<file path="src/rtl/fseq_pkg.sv">
package fseq_pkg;

    typedef enum logic {
        FSEQ_FETCH = 1'b0,
        FSEQ_OPER  = 1'b1
    } fseq_state_e;

    localparam int unsigned FSEQ_DEF_PC_W    = 22;
    localparam int unsigned FSEQ_DEF_IW      = 16;
    localparam int unsigned FSEQ_DEF_JMP_OP  = 'h3D0;
    localparam int unsigned FSEQ_DEF_CALL_OP = 'h3D1;

endpackage

</file>
<file path="src/rtl/fseq_decode.sv">
module fseq_decode #(
    parameter int unsigned OP_W    = 10,
    parameter int unsigned JMP_OP  = fseq_pkg::FSEQ_DEF_JMP_OP,
    parameter int unsigned CALL_OP = fseq_pkg::FSEQ_DEF_CALL_OP
) (
    input  logic [OP_W-1:0] op,
    output logic            is_jump,
    output logic            is_call
);
    localparam logic [OP_W-1:0] JMP_CODE  = OP_W'(JMP_OP);
    localparam logic [OP_W-1:0] CALL_CODE = OP_W'(CALL_OP);

    always_comb begin
        is_jump = (op == JMP_CODE);
        is_call = (op == CALL_CODE);
    end
endmodule

</file>
<file path="src/rtl/fseq_addr.sv">
module fseq_addr #(
    parameter int unsigned PC_W = 22,
    parameter int unsigned IW   = 16
) (
    input  logic [PC_W-1:0]    pc,
    input  logic [PC_W-IW-1:0] hi_part,
    input  logic [IW-1:0]      lo_part,
    output logic [PC_W-1:0]    pc_inc,
    output logic [PC_W-1:0]    target
);
    always_comb begin
        pc_inc = pc + PC_W'(1);
        target = {hi_part, lo_part};
    end
endmodule

</file>
<file path="src/rtl/fseq_core.sv">
module fseq_core #(
    parameter int unsigned PC_W    = fseq_pkg::FSEQ_DEF_PC_W,
    parameter int unsigned IW      = fseq_pkg::FSEQ_DEF_IW,
    parameter int unsigned JMP_OP  = fseq_pkg::FSEQ_DEF_JMP_OP,
    parameter int unsigned CALL_OP = fseq_pkg::FSEQ_DEF_CALL_OP
) (
    input  logic            clk,
    input  logic            rst_n,
    input  logic            ready,
    input  logic [IW-1:0]   imem_rdata,
    output logic [PC_W-1:0] imem_addr,
    output logic [IW-1:0]   ir,
    output logic            dec_jump,
    output logic            dec_call,
    output logic            dec_two_word,
    output logic            pc_load,
    output logic            busy,
    output logic            push_valid,
    output logic [PC_W-1:0] push_addr
);
    import fseq_pkg::*;

    localparam int unsigned HI_W = PC_W - IW;
    localparam int unsigned OP_W = IW - HI_W;

    typedef struct packed {
        fseq_state_e     st;
        logic [PC_W-1:0] pc;
        logic [IW-1:0]   ir;
    } fseq_regs_t;

    fseq_regs_t regs_d, regs_q;

    logic            rd_jump, rd_call;
    logic            ir_jump, ir_call;
    logic [PC_W-1:0] pc_inc, target;

    // Decode of the incoming word (fetch state) and of the held word (control).
    fseq_decode #(.OP_W(OP_W), .JMP_OP(JMP_OP), .CALL_OP(CALL_OP)) u_dec_rd (
        .op      (imem_rdata[IW-1:HI_W]),
        .is_jump (rd_jump),
        .is_call (rd_call)
    );

    fseq_decode #(.OP_W(OP_W), .JMP_OP(JMP_OP), .CALL_OP(CALL_OP)) u_dec_ir (
        .op      (regs_q.ir[IW-1:HI_W]),
        .is_jump (ir_jump),
        .is_call (ir_call)
    );

    fseq_addr #(.PC_W(PC_W), .IW(IW)) u_addr (
        .pc      (regs_q.pc),
        .hi_part (regs_q.ir[HI_W-1:0]),
        .lo_part (imem_rdata),
        .pc_inc  (pc_inc),
        .target  (target)
    );

    always_comb begin
        regs_d     = regs_q;
        pc_load    = 1'b0;
        push_valid = 1'b0;
        case (regs_q.st)
            FSEQ_FETCH: begin
                if (ready) begin
                    regs_d.ir = imem_rdata;
                    regs_d.pc = pc_inc;
                    if (rd_jump || rd_call) begin
                        regs_d.st = FSEQ_OPER;
                    end
                end
            end
            FSEQ_OPER: begin
                if (ready) begin
                    regs_d.pc  = target;
                    regs_d.st  = FSEQ_FETCH;
                    pc_load    = 1'b1;
                    push_valid = ir_call;
                end
            end
            default: regs_d.st = FSEQ_FETCH;
        endcase
    end

    always_ff @(posedge clk) begin
        if (!rst_n) begin
            regs_q.st <= FSEQ_FETCH;
            regs_q.pc <= '0;
            regs_q.ir <= '0;
        end else begin
            regs_q <= regs_d;
        end
    end

    always_comb begin
        imem_addr    = regs_q.pc;
        ir           = regs_q.ir;
        busy         = (regs_q.st == FSEQ_OPER);
        dec_jump     = ir_jump;
        dec_call     = ir_call;
        dec_two_word = ir_jump | ir_call;
        push_addr    = pc_inc;
    end
endmodule

</file>
<file path="config.mk">
export PLATFORM = sky130hd
export DESIGN_NAME = fseq_core
export DESIGN_NICKNAME = d
export VERILOG_FILES = /design/src/rtl/fseq_pkg.sv /design/src/rtl/fseq_decode.sv /design/src/rtl/fseq_addr.sv /design/src/rtl/fseq_core.sv
export SDC_FILE = /design/constraint.sdc
export NUM_CORES = 1
export LEC_CHECK = 0
export ABC_AREA = 1
export BUFFER_PORTS_ARGS = -buffer_cell sky130_fd_sc_hd__buf_2
export CAP_MARGIN = 20
export CORE_ASPECT_RATIO = 1.25
export CORE_MARGIN = 1
export CORE_UTILIZATION = 41
export CTS_CLUSTER_SIZE = 28
export DETAILED_ROUTE_END_ITERATION = 10
export PLACE_DENSITY = 0.69
export SLEW_MARGIN = 25
export SYNTH_ARGS = -nofsm -noshare
export SYNTH_HDL_FRONTEND = slang
export SYNTH_SLANG_ARGS = --single-unit
</file>
<file path="constraint.sdc">
create_clock -name clk -period 1.6 [get_ports clk]
set_input_delay 0.24 -clock clk [delete_from_list [all_inputs] [get_ports clk]]
set_output_delay 0.24 -clock clk [all_outputs]
set_load 0.05 [all_outputs]
</file>
# == After elaboration in Yosys (flattened, before gate mapping) ==
# Index checks and enable logic that the tools add are counted.
# totals
reg_bits,39
output_inout_bits,66
# op_classes
n_eq_ne,6
n_bitwise,2
add_sub_neg,1
mux,8
n_reduce_logical,3
# op_table
operator,count
case mux 23 bit (2 select lines),1
"== test 10 bit, second input constant",4
two-way mux 39 bit,1
two-way mux 23 bit,1
"adder 22 x 1 -> 22 bit, second input constant",1
two-way mux 1 bit,5
"!= test 2 bit, second input constant",2
AND reduction 2 bit,2
logical OR 1 bit,1
NOT 1 bit,1
bitwise OR 1 bit,1

# == Depth between registers and ports, before layout ==
# Gate-level depths: netlist (run 1).
# depth
depth_word,5
mapped_depth,10

# == Hierarchy ==
# From an unflattened synthesis (run 1), not the netlist that was laid out.
# hier_totals
hier_cells,411
hier_area_um2,2558.7
# by_module_without_submodules
mod,area_per_inst_um2,n_inst,seq_area_each_um2,cells_each
fseq_core,1729.2,1,780.7,254
fseq_addr,711.9,1,0.0,127
fseq_decode,58.8,2,0.0,15

# == Worst setup path before layout (run 1) ==
# OpenSTA, ideal clock, no wires.
# synth_timing
path_type,flip-flop to output port
start,"register, netlist name ir[13]"
end,output push_valid
slack_ps,-1975
stages_incl_launch_ff,7
required_time_ps,1360
arrival_ps,3335
path_cell_list,dfxtp_1 -> nand2_1 -> inv_1 -> nand4_1 -> nor4_1 -> nand2_1 -> nor2_1
# synth_via
elab_chain_len,3
# synth_rtl
element,line,rtl
== test 10 bit,fseq_decode.sv:15,is_call = (op == CALL_CODE);
two-way mux 1 bit,fseq_core.sv:74,if (ready) begin
two-way mux 1 bit,fseq_core.sv:63,case (regs_q.st)
"end, declared",fseq_core.sv:18,"output logic push_valid,"
# No other way between the ends.

# == Worst setup path in the final report (run 1) ==
# layout_timing
start,"register, netlist name imem_addr[0]"
end,output push_addr[14]
# layout_via
elab_chain_len,1
# layout_rtl
element,line,rtl
adder 22 x 1 -> 22 bit,fseq_addr.sv:12,pc_inc = pc + PC_W'(1);
"end, declared",fseq_core.sv:19,output logic [PC_W-1:0] push_addr
# No other way between the ends.

==> metrics.yaml, run 1 <==
power_density_nw_per_um2: 517
synth-simple-area-share_pct: 30.1
antenna_found_initial: 0
drive_gt1_share_pct: 51.0
ys_types: 36
syn_to_final_growth_pct: 76.7
grt_pass1_vias: 2647
cpPeakStageDelay_ns: 0.38
avgViaCountPerCell: 4.98
max_slew_margin_pct: 69.6
setup_ws_ns: -0.353
syn_area_per_cell_um2: 6.50
num_vias: 2737
routed_wl_um: 7840
antenna_cells: 0
synth-edff-count: 0
rsz0062_at_grt: "true"
crit_top_cell: "nand2_4"
crit_fanout: 3
endpoint: "push_addr[14]"
grt_pass1_wl_um: 12400
synthCells: 345
critPathBufInv: 3
r2r_cells: 10
cts_tree: "built"
period_share_pct: 122
synth_top_family_by_area: "simple AND/OR/NAND/NOR gates"
drc_errors: 0
io_buffer_count: 84
grt-ovfl-total: 0
yosys_warnings: 0
startpoint: "imem_addr[0]"
worstPathRequired_ns: 1.36
setup_violations: 26
synth_flop_cell: "dfxtp_1"
track_usage_pct: 29.0
synth_top_cell_area_share_pct: 34.8
ys_seq_area_share_pct: 34.8
die_area_um2: 5770
clk-insertion-delay-late_ns: 0.30
path_class: "reg2out"
cp.depth: 9
ys_seq_elements: 39
numClockSinks: 39
synth-compound-area-share_pct: 18.7
startpoint_type: "register"
fp.dieW_um: 68.2
firstDrtPassIters: 4
regToRegEndpoint: "imem_addr[12]"
path_cells: "ha_4 -> nand2_4 -> buf_4 -> inv_2 -> nand2_2 -> nor2_4 -> nand4_1 -> nand2_4 -> buf_8"
r2r_start: "imem_addr[0]"
yosys-top-cells-area: "dfxtp_1, nand2_1, inv_1, a21oi_1, o21ai_0"
drt-wirelength-per-cell_um: 14.3
arrival_ns: 1.71
dp.cells: 530
io_pins: 85
dp_hpwl_um: 5960
root_buffer: "clkbuf_8"
syn_nets: 365
finalPower_w: 0.00205
worst_setup_path_end_kind: "output port"
synthMuxAreaShare_pct: 0
cts-htree-levels: 2
cts_made_buffers: 5
hold_slack_ns: 0.202
place_congestion: 0.820
layout.nets: 507
ir_worst_vdd_v: 0.000517
status: "finished with violations"
r2r_slack_ns: -0.06
yosys.area.top_type: "dfxtp_1"
min_path_type: "in2reg"
maxSlewViolCount: 0
grt_max_degree: 25
rows: 29
fillerInstances: 389
period_needed_ns: 1.95
yosys.area_share.xor_xnor_pct: 2.73
cts_buffer_depth: 2
multi_input_area_um2: 1600
fmax_ghz: 0.512
syn-cell-area_um2: 2240
clock-skew-final_ns: 0.00862
violations: "setup timing"
initial_core_util_pct: 43.2
critPathSlowestCell: "dfxtp_4"
cap_viol_max_count: 0
clkTransAtPathRegs_ns: 0.07
hold_violations: 0
async_reset_ff_share_pct: 0
crit_family: "simple AND/OR/NAND/NOR gates"
leakage_nw: 1.81
die_height_um: 84.7
final_cell_count_no_fill: 550
antenna_left: 0
core_region_area_um2: 5190
synthAdderAreaFrac_pct: 0.558
regArea_um2: 837
drt_iter0_markers: 90
worst_pin_slew_ns: 0.456
[worst min-delay path by stage]
stage,slack [ns],cells after the start,end,from
after CTS,0.20,3,ir[0],imem_rdata[0]
after global placement,0.46,2,ir[2],ir[2]
after floorplan,0.37,2,ir[12],rst_n
after detailed placement,0.47,2,ir[2],ir[2]
after global routing,0.20,3,ir[0],imem_rdata[0]
final,0.20,3,ir[0],imem_rdata[0]
[layer usage]
layer / routed length [um] / GRT usage (%) / vias up
li1: - / - / 1372
met1: 3160 / 33.5 / 1267
met2: 4070 / 49.8 / 79
met3: 372 / 5.57 / 19
met4: 234 / 12.9 / 0
met5: 0 / 0 / -
[synth_stat cells, types with 2 or more instances]
library cell and count:
a31oi_1 4, dfxtp_1 39, nor2_2 4, a21oi_2 2, nor2_4 4, a21oi_1 29, o22ai_1 10, nand2_2 2
inv_1 62, nand4_1 3, xor2_1 6, buf_2 5, nor2_1 29, nand2_1 77, nand3_1 14, o21ai_0 28
and2_1 4, nor3_1 2, nand3_2 2, clkbuf_1 3
[worst min-delay path: cells and delay by family]
family | cells | cell delay (ns)
AOI/OAI and AO/OA | 1 | 0.05
buffers and inverters | 2 | 0.16
[registers in the layout, indices dropped and copies added (netlist names)]
name,flops
ir,16
imem_addr,22
busy,1
[cell families after synthesis]
logic type               Yosys count
XOR/XNOR                           7
flip-flops                        39
AND/OR/NAND/NOR                  146
buffers and inverters             75
AO/OA/AOI/OAI                     77
adder cells (fa/ha/maj)            1
[what timing repair did]
item / CTS / global route
resized for setup: 67 / 18
cloned: 0 / 0
pin swaps: 15 / 7
endpoints found under the setup margin: 26 / 28
setup buffers: 4 / 9
hold buffers: 0 / 0
[final cells by class]
class                           count  share of cell area, %
Clock inverter                      1                  0.126
Tap cell                           62                   1.96
Sequential cell                    39                   21.1
Inverter                           64                   6.28
Clock buffer                        7                   1.92
Multi-Input combinational cell    231                   40.4
Timing Repair Buffer              146                   28.2
[metrics by stage]
| stage | util (%) | area, um^2 | setup slack (ns) | TNS [ns] |
|---|---|---|---|---|
| 2_1_floorplan | - | 2670 | -0.546 | -7.50 |
| 3_3_place_gp | 67.5 | 3500 | -0.0676 | -0.312 |
| 5_1_grt | 76.4 | 3970 | -0.425 | -7.82 |
| 6_report | 76.4 | 3970 | -0.353 | -5.93 |
| 3_5_place_dp | 67.5 | 3500 | -0.0844 | -0.537 |
| 4_1_cts | 74.2 | 3850 | -0.312 | -5.43 |
[power by group]
group | internal, W | switching (W)
Sequential | 0.000993 | 0.0000268
Clock | 0.000306 | 0.000354
Combinational | 0.000104 | 0.000266
[placed cells by master (no fill, tap or decap), types with 6 or more instances in the layout]
master	synthesis	routed
nand2_1	77	59
buf_2	5	59
inv_1	62	58
buf_4	1	54
a21oi_1	29	26
nor2_1	29	24
o21ai_0	28	23
buf_6	0	22
dfxtp_1	39	16
dfxtp_2	0	12
nand2_4	1	11
dfxtp_4	0	11
nor2_4	4	10
nand3_1	14	10
nand2_2	2	10
o22ai_1	10	10
buf_8	0	10
xor2_4	0	6
No activity file was read; power rests on OpenSTA's default activity.
==> run 2, diff against run 1 <==
--- a/config.mk
+++ b/config.mk
@@ -10,11 +10,11 @@
 export CAP_MARGIN = 20
 export CORE_ASPECT_RATIO = 1.25
 export CORE_MARGIN = 1
-export CORE_UTILIZATION = 41
+export CORE_UTILIZATION = 35
 export CTS_CLUSTER_SIZE = 28
 export DETAILED_ROUTE_END_ITERATION = 10
-export PLACE_DENSITY = 0.69
-export SLEW_MARGIN = 25
+export PLACE_DENSITY_LB_ADDON = 0.05
+export SLEW_MARGIN = 10
 export SYNTH_ARGS = -nofsm -noshare
 export SYNTH_HDL_FRONTEND = slang
 export SYNTH_SLANG_ARGS = --single-unit
==> metrics.yaml, run 2 (synthesized netlist as in run 1, its figures left out) <==
max_slew_margin_pct: 70.1  # +0.53 points
clk-insertion-delay-late_ns: 0.29  # about the same
antenna_found_initial: 0  # unchanged
path_cells: "ha_4 -> nand2_4 -> nor2_4 -> nand2_4 -> nor2_4 -> nand2_1 -> nand2_1 -> and2_4 -> buf_8"
use_met1_pct: 30.5  # -3.0 points
path_class: "reg2out"
worstPathRequired_ns: 1.36  # about the same
routed_wl_um: 8080  # +3.0%
clock-skew-final_ns: 0.00687  # -0.00176 ns
largest_reg_flops: 22  # unchanged
cts_buffer_depth: 2  # unchanged
startpoint_type: "register"
cts_made_buffers: 5  # unchanged
grt_max_degree: 19  # -24%
r2r_start: "imem_addr[0]"
arrival_ns: 1.71  # about the same
startpoint: "imem_addr[0]"
firstDrtPassIters: 4  # unchanged
fillerInstances: 572  # +47%
root_buffer: "clkbuf_8"
grt_pass1_vias: 2653  # +0.23%
core_region_area_um2: 6170  # +19%
io_pins: 85  # unchanged
cp.depth: 9  # unchanged
layout.nets: 518  # +2.2%
r2r_cells: 10  # unchanged
grt_pass1_wl_um: 12900  # +3.9%
cap_viol_max_count: 0  # unchanged
r2r_slack_ns: -0.04  # +0.02 ns
violations: "setup timing"
worst_setup_path_end_kind: "output port"
fp.dieW_um: 73.6  # +8.0%
worst_pin_slew_ns: 0.444  # -0.0122 ns
final_cell_count_no_fill: 584  # +6.2%
drt_iter0_markers: 102  # +13%
grt_busiest_layer: "met2"
layout_common_cells: "buf_4, buf_2, inv_1"
globalRouteMet3Util_pct: 3.00  # -2.6 points
maxSlewViolCount: 0  # unchanged
regArea_um2: 837  # unchanged
drc_errors: 0  # unchanged
critPathSlowestCell: "dfxtp_4"
layout_commonest_cell: "buf_4"
rsz0062_at_grt: "true"
io_buffer_count: 84  # unchanged
period_share_pct: 122  # -0.13 points
avgViaCountPerCell: 4.69  # -5.7%
die_height_um: 91.5  # +8.0%
setup_violations: 24  # -7.7%
ir_worst_vdd_v: 0.000519  # +0.29%
antenna_left: 0  # unchanged
crit_fanout: 4  # +1
crit_family: "simple AND/OR/NAND/NOR gates"
clkTransAtPathRegs_ns: 0.08  # about the same
critPathBufInv: 1  # -2
initial_core_util_pct: 36.4  # -6.9 points
numClockSinks: 39  # unchanged
period_needed_ns: 1.95  # -0.00214 ns
track_usage_pct: 25.0  # -3.9 points
endpoint: "push_addr[20]"
leakage_nw: 1.88  # +4.1%
dp_hpwl_um: 6370  # +6.9%
drive_gt1_share_pct: 52.5  # +1.5 points
min_path_type: "in2reg"
tns_ns: -5.57  # +0.361 ns
setup_ws_ns: -0.351  # +0.00214 ns
place_congestion: 0.832  # +1.5%
drt-wirelength-per-cell_um: 13.8  # -3.0%
grt-ovfl-total: 0  # unchanged
power_density_nw_per_um2: 507  # -1.8%
num_vias: 2741  # +0.15%
hold_slack_ns: 0.209  # +0.00680 ns
hp-start: "imem_rdata[1]"
die_area_um2: 6740  # +17%
antenna_cells: 0  # unchanged
fmax_ghz: 0.513  # +0.11%
hold_violations: 0  # unchanged
regToRegEndpoint: "imem_addr[12]"
syn_to_final_growth_pct: 83.6
multi_input_area_um2: 1620  # +0.94%
status: "finished with violations"
cpPeakStageDelay_ns: 0.38  # about the same
grt_util_met2_pct: 43.2  # -6.6 points
cts_tree: "built"
rows: 32  # +10%
dp.cells: 561  # +5.8%
cts-htree-levels: 2  # unchanged
post-route-util_pct: 66.8  # -9.6 points
-- run 2: worst register-to-register path: cells and delay by family, from the launching register on --
| kind | cells | cell delay (ns) |
|---|---|---|
| compound gates | 2 | 0.26 |
| fa+ha+maj | 1 | 0.15 |
| buf+inv | 2 | 0.31 |
| flops | 1 | 0.38 |
| simple gates | 5 | 0.44 |
-- run 2: worst min-delay path by stage --
stage,to,cells past startpoint
after floorplan,ir[12],2
after global placement,ir[4],2
after detailed placement,ir[3],2
after CTS,ir[0],3
after global routing,ir[0],3
final,imem_addr[1],3
-- run 2: layout make-up --
cell class	count	area share, %
Clock buffer	7	2.10
Timing Repair Buffer	157	29.6
Sequential cell	39	20.3
Clock inverter	1	0.0911
Inverter	64	6.04
Tap cell	85	2.58
Multi-Input combinational cell	231	39.2
-- run 2: stage by stage --
step                      total power [W]  setup slack (ns)  cell area, um^2
after global routing              0.00216            -0.420             4120
final                             0.00209            -0.351             4120
after floorplan                   0.00128            -0.546             2670
after detailed placement          0.00140            -0.102             3580
after CTS                         0.00210            -0.358             3970
after global placement            0.00140           -0.0819             3580
-- run 2: where the power goes --
part	switching [W]	internal, W	leakage, nW	total, W
clock	0.000363	0.000346	0.0459	0.000709
combinational	0.000262	0.000101	1.51	0.000363
sequential	0.0000254	0.000992	0.332	0.00102
total	0.000650	0.00144	1.88	0.00209
-- run 2: repair_timing --
action | CTS | global route
hold buffers | 0 | 0
pin swaps | 21 | 18
resized for setup | 75 | 20
setup buffers | 6 | 12
setup endpoints to repair | 27 | 30
-- run 2: per-layer routing --
metal  wire length (um)  vias up
met4                254        0
met3                244       14
met1               3440     1269
met5                  0        -
met2               4140       66
li1                   -     1392
==> run 3, diff against run 2 <==
--- a/config.mk
+++ b/config.mk
@@ -10,10 +10,11 @@
 export CAP_MARGIN = 20
 export CORE_ASPECT_RATIO = 1.25
 export CORE_MARGIN = 1
-export CORE_UTILIZATION = 35
+export CORE_UTILIZATION = 49
 export CTS_CLUSTER_SIZE = 28
 export DETAILED_ROUTE_END_ITERATION = 10
 export PLACE_DENSITY_LB_ADDON = 0.05
+export SETUP_SLACK_MARGIN = 0.02
 export SLEW_MARGIN = 10
 export SYNTH_ARGS = -nofsm -noshare
 export SYNTH_HDL_FRONTEND = slang
==> metrics.yaml, run 3 (synthesized netlist as in run 1, its figures left out) <==
tns_ns: -7.43  # -1.86 ns
violations: "setup timing"
layout_commonest_cell: "buf_2"
cts-htree-levels: 2  # unchanged
min_path_type: "in2reg"
root_buffer: "clkbuf_8"
dp_slack_ns: -0.144  # -0.0424 ns
core_region_area_um2: 4390  # -29%
rows: 27  # -16%
setup_ws_ns: -0.464  # -0.113 ns
syn_to_final_growth_pct: 83.2
antenna_cells: 0  # unchanged
clkTransAtPathRegs_ns: 0.09  # about the same
crit_fanout: 5  # +1
cts_made_buffers: 5  # unchanged
track_usage_pct: 37.8  # +13 points
use_met1_pct: 41.9  # +11 points
r2r_cells: 8  # -2
grt_busiest_layer: "met2"
worst_setup_path_end_kind: "output port"
ir_worst_vdd_v: 0.000678  # +31%
status: "finished with violations"
fp.dieW_um: 62.5  # -15%
firstDrtPassIters: 6  # +2
dp_hpwl_um: 5920  # -7.1%
hold_slack_ns: 0.210  # +0.000859 ns
period_needed_ns: 2.06  # +0.113 ns
die_area_um2: 4850  # -28%
leakage_nw: 1.88  # -0.15%
startpoint_type: "register"
worstPathRequired_ns: 1.36  # about the same
numClockSinks: 39  # unchanged
cts_buffer_depth: 2  # unchanged
cap_viol_max_count: 0  # unchanged
power_density_nw_per_um2: 547  # +7.8%
path_class: "reg2out"
drive_gt1_share_pct: 53.4  # +0.94 points
clock-skew-final_ns: 0.0131  # +0.00627 ns
io_pins: 85  # unchanged
globalRouteMet3Util_pct: 7.21  # +4.2 points
antenna_found_initial: 0  # unchanged
grt_pass1_vias: 3008  # +13%
die_height_um: 77.7  # -15%
drt-wirelength-per-cell_um: 21.0  # +52%
largest_reg_flops: 22  # unchanged
layout.nets: 513  # -0.97%
drt_iter0_markers: 438  # +330%
place_congestion: 0.894  # +7.4%
io_buffer_count: 84  # unchanged
rsz0062_at_grt: "true"
max_slew_margin_pct: 57.9  # -12 points
arrival_ns: 1.82  # +0.11 ns
initial_core_util_pct: 51.1  # +15 points
period_share_pct: 129  # +7.1 points
setup_violations: 29  # +21%
maxSlewViolCount: 0  # unchanged
routed_wl_um: 11600  # +44%
grt_pass1_wl_um: 14300  # +11%
num_vias: 3372  # +23%
worst_pin_slew_ns: 0.625  # +0.181 ns
cts_tree: "built"
avgViaCountPerCell: 6.11  # +30%
antenna_left: 0  # unchanged
hold_buffers: 0  # unchanged
fmax_ghz: 0.484  # -5.5%
dp.cells: 528  # -5.9%
grt_util_met2_pct: 68.3  # +25 points
whs_path_depth: 3  # unchanged
drc_errors: 0  # unchanged
layout_common_cells: "buf_2, inv_1, nand2_1"
grt_max_degree: 28  # +9
grt-ovfl-total: 0  # unchanged
clk-insertion-delay-late_ns: 0.31  # +0.02 ns
final_cell_count_no_fill: 552  # -5.5%
hold_violations: 0  # unchanged
## run 3: changes by cell type in the layout (fill, tap and decap cells not counted), sizes merged
| cell | change |
|---|---|
| buf | -5 |
## run 3: path summary, 6_finish.rpt
| kind | from | to | slack (ns) |
|---|---|---|---|
| worst min-delay path | imem_rdata[0] | ir[0] | 0.21 |
| worst min register to register | ir[3] | ir[3] | 0.49 |
| worst max-delay path | imem_addr[14] | push_addr[20] | -0.46 |
| worst max register to register | imem_addr[13] | imem_addr[14] | -0.29 |
## run 3: per-layer routing
| layer | part of all wire [%] | routed length (um) | vias to the layer above |
|---|---|---|---|
| met5 | 0 | 0 | - |
| met3 | 11 | 1290 | 118 |
| met1 | 32 | 3770 | 1540 |
| li1 | - | - | 1391 |
| met4 | 8.5 | 989 | 0 |
| met2 | 48 | 5570 | 323 |
## run 3: cell type report
class	count	area, um^2
clock buffers	7	108
clock inverters	1	5.00
fillers	155	282
inverters	64	249
multi-input cells	231	1620
flip-flops and latches	39	837
well taps	58	72.6
repair buffers	152	1210
## run 3: what timing repair did
item                       4_1_cts  5_1_grt
setup endpoints to repair       25       29
resized for setup               73       28
buffers inserted                 8       12
pin swaps                       16       17
## run 3: power by group
part,total [W],switching [W],internal [W]
combinational,0.000387,0.000282,0.000105
clock,0.000839,0.000396,0.000443
sequential,0.00102,0.0000302,0.000993
## run 3: through the flow
stage               power, W  area [um^2]  util (%)
finish               0.00225         4110      93.6
global route         0.00228         4110      93.6
CTS                  0.00220         3940      89.7
detailed placement   0.00140         3520      80.3
global placement     0.00139         3520      80.3
floorplan            0.00128         2670         -
## run 3: critical path, stage by stage, from the launching register on
cell and delay (ns):
dfxtp_2 0.43, nand2_1 0.10, nor2_1 0.19, inv_1 0.10, nor2_1 0.21, nand2_1 0.11, nand2_1 0.10, and2_4 0.15
buf_8 0.13
